### src/rtl/rxerr_pkg.sv
`timescale 1ns/1ps
package rxerr_pkg;
    localparam int ST_W = 8;

    localparam int ST_PCS    = 0;
    localparam int ST_CRC    = 1;
    localparam int ST_ALIGN  = 2;
    localparam int ST_OVF    = 3;
    localparam int ST_ECC_C  = 4;
    localparam int ST_ECC_F  = 5;
    localparam int ST_DESKEW = 6;
    localparam int ST_DATA   = 7;

    typedef logic [ST_W-1:0] st_vec_t;
endpackage

### src/rtl/rxerr_event_map.sv
`timescale 1ns/1ps
module rxerr_event_map
    import rxerr_pkg::*;
#(
    parameter int LANES = 4,
    localparam int EW = LANES + 5
) (
    input  logic             clk,
    input  logic             rst_n,
    input  logic [LANES-1:0] lane_pcs_err_i,
    input  logic [LANES-1:0] lane_crc_err_i,
    input  logic             align_lost_i,
    input  logic             fifo_ovf_i,
    input  logic             ecc_corr_i,
    input  logic             ecc_fatal_i,
    input  logic             deskew_fatal_i,
    input  logic             data_valid_i,
    input  logic             ready_i,
    output st_vec_t          set_o,
    output logic [EW-1:0]    err_vec_o,
    output logic             realign_req_o
);
    localparam int B_ALIGN = LANES;
    localparam int B_RSV   = LANES + 1;
    localparam int B_OVF   = LANES + 2;
    localparam int B_ECC_C = LANES + 3;
    localparam int B_ECC_F = LANES + 4;

    typedef struct packed {
        logic [EW-1:0] err;
        logic          realign;
    } map_state_t;

    map_state_t st_d, st_q;
    logic [LANES-1:0] lane_any;

    for (genvar k = 0; k < LANES; k++) begin : g_lane
        assign lane_any[k] = lane_pcs_err_i[k] | lane_crc_err_i[k];
    end

    always_comb begin
        st_d                = '0;
        st_d.err[LANES-1:0] = lane_any;
        st_d.err[B_ALIGN]   = align_lost_i;
        st_d.err[B_RSV]     = 1'b0;
        st_d.err[B_OVF]     = fifo_ovf_i;
        st_d.err[B_ECC_C]   = ecc_corr_i;
        st_d.err[B_ECC_F]   = ecc_fatal_i;
        st_d.realign        = align_lost_i;

        set_o            = '0;
        set_o[ST_PCS]    = |lane_pcs_err_i;
        set_o[ST_CRC]    = |lane_crc_err_i;
        set_o[ST_ALIGN]  = align_lost_i;
        set_o[ST_OVF]    = fifo_ovf_i;
        set_o[ST_ECC_C]  = ecc_corr_i;
        set_o[ST_ECC_F]  = ecc_fatal_i;
        set_o[ST_DESKEW] = deskew_fatal_i;
        set_o[ST_DATA]   = data_valid_i & ~ready_i;
    end

    always_ff @(posedge clk) begin
        if (!rst_n) st_q <= '0;
        else        st_q <= st_d;
    end

    assign err_vec_o     = st_q.err;
    assign realign_req_o = st_q.realign;

    // a lane strobe shows up on its lane bit one cycle later
    p_lane_pulse_r1: assert property (@(posedge clk) disable iff (!rst_n)
        (lane_any != '0) |=> (err_vec_o[LANES-1:0] == $past(lane_any)));

    // no realign request without a preceding alignment-loss strobe
    p_realign_src_r2: assert property (@(posedge clk) disable iff (!rst_n)
        !align_lost_i |=> !realign_req_o);

    // a fatal ECC strobe raises the top error bit in the next cycle
    p_ecc_fatal_r5: assert property (@(posedge clk) disable iff (!rst_n)
        ecc_fatal_i |=> err_vec_o[B_ECC_F]);

    // an overflow level that falls takes bit N+2 down one cycle later
    p_ovf_drop_r4: assert property (@(posedge clk) disable iff (!rst_n)
        !fifo_ovf_i |=> !err_vec_o[B_OVF]);
endmodule

### src/rtl/rxerr_sticky_regs.sv
`timescale 1ns/1ps
module rxerr_sticky_regs
    import rxerr_pkg::*;
(
    input  logic    clk,
    input  logic    rst_n,
    input  st_vec_t set_i,
    input  logic    wr_i,
    input  logic    addr_i,
    input  st_vec_t wdata_i,
    output st_vec_t status_o,
    output st_vec_t enable_o,
    output logic    irq_o
);
    typedef struct packed {
        st_vec_t status;
        st_vec_t enable;
    } reg_state_t;

    reg_state_t rs_d, rs_q;
    st_vec_t    clr;

    always_comb begin
        clr       = (wr_i && !addr_i) ? wdata_i : '0;
        rs_d      = rs_q;
        // event set has priority over the software clear
        rs_d.status = (rs_q.status & ~clr) | set_i;
        if (wr_i && addr_i) rs_d.enable = wdata_i;
    end

    always_ff @(posedge clk) begin
        if (!rst_n) rs_q <= '0;
        else        rs_q <= rs_d;
    end

    assign status_o = rs_q.status;
    assign enable_o = rs_q.enable;
    assign irq_o    = |(rs_q.status & rs_q.enable);

    // every bit that saw an event is set afterwards, clear or not
    p_set_wins_r10: assert property (@(posedge clk) disable iff (!rst_n)
        (set_i != '0) |=> ((status_o & $past(set_i)) == $past(set_i)));

    // bits cleared with no competing event read as 0
    p_w1c_r9: assert property (@(posedge clk) disable iff (!rst_n)
        ((clr & ~set_i) != '0) |=> ((status_o & $past(clr & ~set_i)) == '0));

    // bits that are not cleared keep their value
    p_sticky_r6: assert property (@(posedge clk) disable iff (!rst_n)
        1'b1 |=> ((status_o & $past(status_o & ~clr)) == $past(status_o & ~clr)));
endmodule

### src/rtl/rxerr_status_top.sv
`timescale 1ns/1ps
module rxerr_status_top
    import rxerr_pkg::*;
#(
    parameter int LANES = 4,
    parameter int REG_W = 32,
    localparam int EW = LANES + 5
) (
    input  logic             clk,
    input  logic             rst_n,
    input  logic [LANES-1:0] lane_pcs_err_i,
    input  logic [LANES-1:0] lane_crc_err_i,
    input  logic             align_lost_i,
    input  logic             fifo_ovf_i,
    input  logic             ecc_corr_i,
    input  logic             ecc_fatal_i,
    input  logic             deskew_fatal_i,
    input  logic             data_valid_i,
    input  logic             ready_i,
    input  logic             reg_wr_i,
    input  logic             reg_addr_i,
    input  logic [REG_W-1:0] reg_wdata_i,
    output logic [REG_W-1:0] reg_rdata_o,
    output logic [EW-1:0]    err_vec_o,
    output logic             realign_req_o,
    output logic             irq_o
);
    st_vec_t set_w, status_w, enable_w;

    rxerr_event_map #(.LANES(LANES)) map_i (
        .clk            (clk),
        .rst_n          (rst_n),
        .lane_pcs_err_i (lane_pcs_err_i),
        .lane_crc_err_i (lane_crc_err_i),
        .align_lost_i   (align_lost_i),
        .fifo_ovf_i     (fifo_ovf_i),
        .ecc_corr_i     (ecc_corr_i),
        .ecc_fatal_i    (ecc_fatal_i),
        .deskew_fatal_i (deskew_fatal_i),
        .data_valid_i   (data_valid_i),
        .ready_i        (ready_i),
        .set_o          (set_w),
        .err_vec_o      (err_vec_o),
        .realign_req_o  (realign_req_o)
    );

    rxerr_sticky_regs regs_i (
        .clk      (clk),
        .rst_n    (rst_n),
        .set_i    (set_w),
        .wr_i     (reg_wr_i),
        .addr_i   (reg_addr_i),
        .wdata_i  (reg_wdata_i[ST_W-1:0]),
        .status_o (status_w),
        .enable_o (enable_w),
        .irq_o    (irq_o)
    );

    always_comb begin
        reg_rdata_o = '0;
        reg_rdata_o[ST_W-1:0] = reg_addr_i ? enable_w : status_w;
    end

    // with all enables off the interrupt stays low
    p_irq_masked_r11: assert property (@(posedge clk) disable iff (!rst_n)
        (enable_w == '0) |-> !irq_o);

    // a deskew failure is recorded as status only
    p_deskew_status_r8: assert property (@(posedge clk) disable iff (!rst_n)
        deskew_fatal_i |=> status_w[ST_DESKEW]);
endmodule

### config.mk
export PLATFORM = sky130hd
export DESIGN_NAME = rxerr_status_top
export DESIGN_NICKNAME = d
export VERILOG_FILES = /design/src/rtl/rxerr_pkg.sv /design/src/rtl/rxerr_event_map.sv /design/src/rtl/rxerr_sticky_regs.sv /design/src/rtl/rxerr_status_top.sv
export SDC_FILE = /design/constraint.sdc
export NUM_CORES = 1
export LEC_CHECK = 0
export ABC_AREA = 0
export BUFFER_PORTS_ARGS = -buffer_cell sky130_fd_sc_hd__buf_2
export CORE_UTILIZATION = 39
export DETAILED_ROUTE_END_ITERATION = 6
export GPL_TIMING_DRIVEN = 0
export MAX_ROUTING_LAYER = met4
export PLACE_DENSITY_LB_ADDON = 0.12
export SLEW_MARGIN = 20
export SYNTH_ARGS = -nofsm -noshare
export SYNTH_HDL_FRONTEND = slang
export SYNTH_SLANG_ARGS = --single-unit
### constraint.sdc
create_clock -name clk -period 1.2 [get_ports clk]
set_input_delay 0.18 -clock clk [delete_from_list [all_inputs] [get_ports clk]]
set_output_delay 0.18 -clock clk [all_outputs]
set_load 0.02 [all_outputs]
==> results_dict.tcl <==
set metrics [dict create \
    grt_use_total_pct 16.9 \
    powerDensity_nw_per_um2 1010 \
    multi_input_area_um2 583 \
    pre_cts_ws_ns -0.0960 \
    maxCapViolCount 0 \
    clock_skew_ns 0 \
    start_util_pct 41.9 \
    clkLatencyLatePin_ns 0.30 \
    p_leak_uw 0.000841 \
    post_cts_buffers 0 \
    worstRegToRegCells 2 \
    first_iter_violations 32 \
    holdPathEnd "regs_i.status_o[3]" \
    grt_overflow 0 \
    finalWirelength_um 2570 \
    critPathKind "reg2out" \
    gp_congestion 0.768 \
    drc 9 \
    fin_area_um2 1660 \
    hp-start "reg_wdata_i[3]" \
    n_antenna_cell 0 \
    syn_avg_cell_area_um2 9.27 \
    place_area_um2 1530 \
    num-nets-final 250 \
    hold_viol_final 0 \
    ant_nets 0 \
    ys_seq_elements 24 \
    worstPathRequired_ns 1.02 \
    crit_path_max_fanout 3 \
    wl_per_cell_um 11.3 \
    status "complete, but fails checks" \
    period_minus_slack_ns 1.31 \
    first_pass_iters 6 \
    setup_violations 9 \
    io_buffers 42 \
    fin_ws_ns -0.114 \
    cts_tree "yes" \
    grt_max_degree 13 \
    r2r_setup_slack_ns 0.46 \
    grt_pass1_vias 971 \
    cts_max_path_buffers 2 \
    via_per_inst 4.51 \
    path_clk_slew_ns 0.12 \
    ys_seq_area_share_pct 40.5 \
    slew_violations 0 \
    cts-root-buf "clkbuf_4" \
    ys_types 21 \
    arrival_ns 1.13 \
    core_area_um2 2830 \
    violations "design-rule violations, negative setup slack" \
    clkSinkCount 24 \
    cp-end-kind "primary output" \
    hold_class "in2reg" \
    min_delay_path_depth 2 \
    num_vias 1029 \
    cts_made_buffers 3 \
    chipWidth_um 57.2 \
    grt_pass1_wl_um 4120 \
    dpl.cell_count 225 \
    synth.cell_area_um2 1190 \
    reg2reg_to "regs_i.status_o[1]" \
    die_area_um2 3270 \
    startpoint_type "register" \
    syn_to_final_growth_pct 40.1 \
    ff_latch_area_um2 498 \
    htree_levels 1 \
    rows 19 \
    die_y_um 57.2 \
    rsz0062_at_grt "yes" \
    synth_cells 128 \
    fin_cells 228 \
    dpl.hpwl_um 1920 \
    antenna_found_initial 0 \
    yosys_warnings 0 \
    fmax_mhz 761 \
    fillerInstances 276 \
    vdd_drop_max_mv 0.395 \
    period_share_pct 110 \
    num_io_pins 94 \
    r2r_start "regs_i.status_o[1]" \
    drive_gt1_share_pct 51.3 \
]
worst max-delay path by stage:
stage,from,end,slack [ns],cells after the start
floorplan,reg_addr_i,reg_rdata_o[5],0.10,3
global placement,reg_addr_i,reg_rdata_o[5],-0.09,4
detailed placement,reg_addr_i,reg_rdata_o[5],-0.1,4
CTS,regs_i.enable_o[3],irq_o,-0.13,3
global route,regs_i.status_o[4],irq_o,-0.16,3
finish,regs_i.status_o[4],irq_o,-0.11,3
per-stage QoR:
stage	power (µW)	util [%]	setup TNS, ns	hold slack, ns
floorplan	1190	-	0	0.280
global placement	1300	53.9	-0.171	0.379
detailed placement	1300	53.9	-0.183	0.386
CTS	1690	58.1	-0.500	0.0353
global route	1770	58.7	-0.742	0.0446
finish	1680	58.7	-0.392	0.0497
where the power goes:
group / leakage (µW) / switching (µW) / internal, µW
Clock: 0.0000138 / 220 / 117
Combinational: 0.000623 / 243 / 221
Sequential: 0.000204 / 31.2 / 850
flip-flops by register name (all words and copies together) (netlist names):
name	flops
regs_i.status_o	8
regs_i.enable_o	8
map_i.err_vec_o	8
Yosys cell counts:
cell	number	area share, %
nand2_1	9	2.8
buf_6	1	0.95
clkbuf_1	2	0.63
nor2b_4	1	1.2
or4_1	2	1.3
buf_4	27	17
a31oi_1	5	2.6
nand4_1	1	0.53
conb_1	1	0.32
a21boi_0	11	7.0
o21ai_0	5	2.1
dfxtp_1	24	41
o21a_1	7	4.4
nand3_1	8	3.4
a22oi_1	4	2.5
and2_1	4	2.1
buf_2	1	0.42
mux2_2	8	7.6
nor2b_1	1	0.53
inv_1	5	1.6
clkbuf_2	1	0.42
routing by layer:
metal  vias to the layer above  track usage, %  wire (µm)
met5                         -               -          0
li1                        524               -          -
met1                       459            17.3       1050
met2                        44            32.6       1320
met4                         0            6.27         25
met3                         2            2.04        173
layout make-up:
type	count	area share, %
plain buffers	32	14.3
clock buffers	3	1.36
inverters	5	1.13
multi-input cells	91	35.1
flip-flops and latches	24	30.0
well taps	31	2.33
repair buffers	42	15.8
cell usage in the layout (no fill, tap or decap):
cell type and n:
clkbuf_4 3, a21boi_0 11, a22oi_2 3, nand4_1 1, and2_1 4, nor2b_1 1
o21ai_0 5, a31oi_1 5, nand2_1 9, o21a_1 7, mux2_2 2, buf_2 33
or4_1 2, nand3_1 8, buf_6 10, mux2_4 6, nor2b_4 1, dfxtp_1 10
clkbuf_1 2, dfxtp_2 14, buf_4 28, a22oi_1 1, clkbuf_2 1, inv_1 5
conb_1 25
repair_timing:
item / 4_1_cts / 5_1_grt
cloned: 0 / 0
hold buffers: 0 / 0
pin swaps: 2 / 1
setup endpoints to repair: 9 / 9
resized for setup: 37 / 5
logic make-up (layout without fill, tap and decap cells):
| logic type | after synthesis | after routing | share of synthesized area (%) |
|---|---|---|---|
| flip-flops | 24 | 24 | 40.5 |
| buffers and inverters | 37 | 82 | 21.1 |
| AO/OA/AOI/OAI | 32 | 32 | 18.7 |
| AND/OR/NAND/NOR | 26 | 26 | 11.8 |
| other | 1 | 25 | 0.316 |
| multiplexers | 8 | 8 | 7.60 |
critical path, stage by stage (launching register included):
cell and delay, ns:
dfxtp_2 0.35, a22oi_2 0.19, nand4_1 0.12, buf_4 0.17
Note: power is estimated with default switching activity, not from simulation.
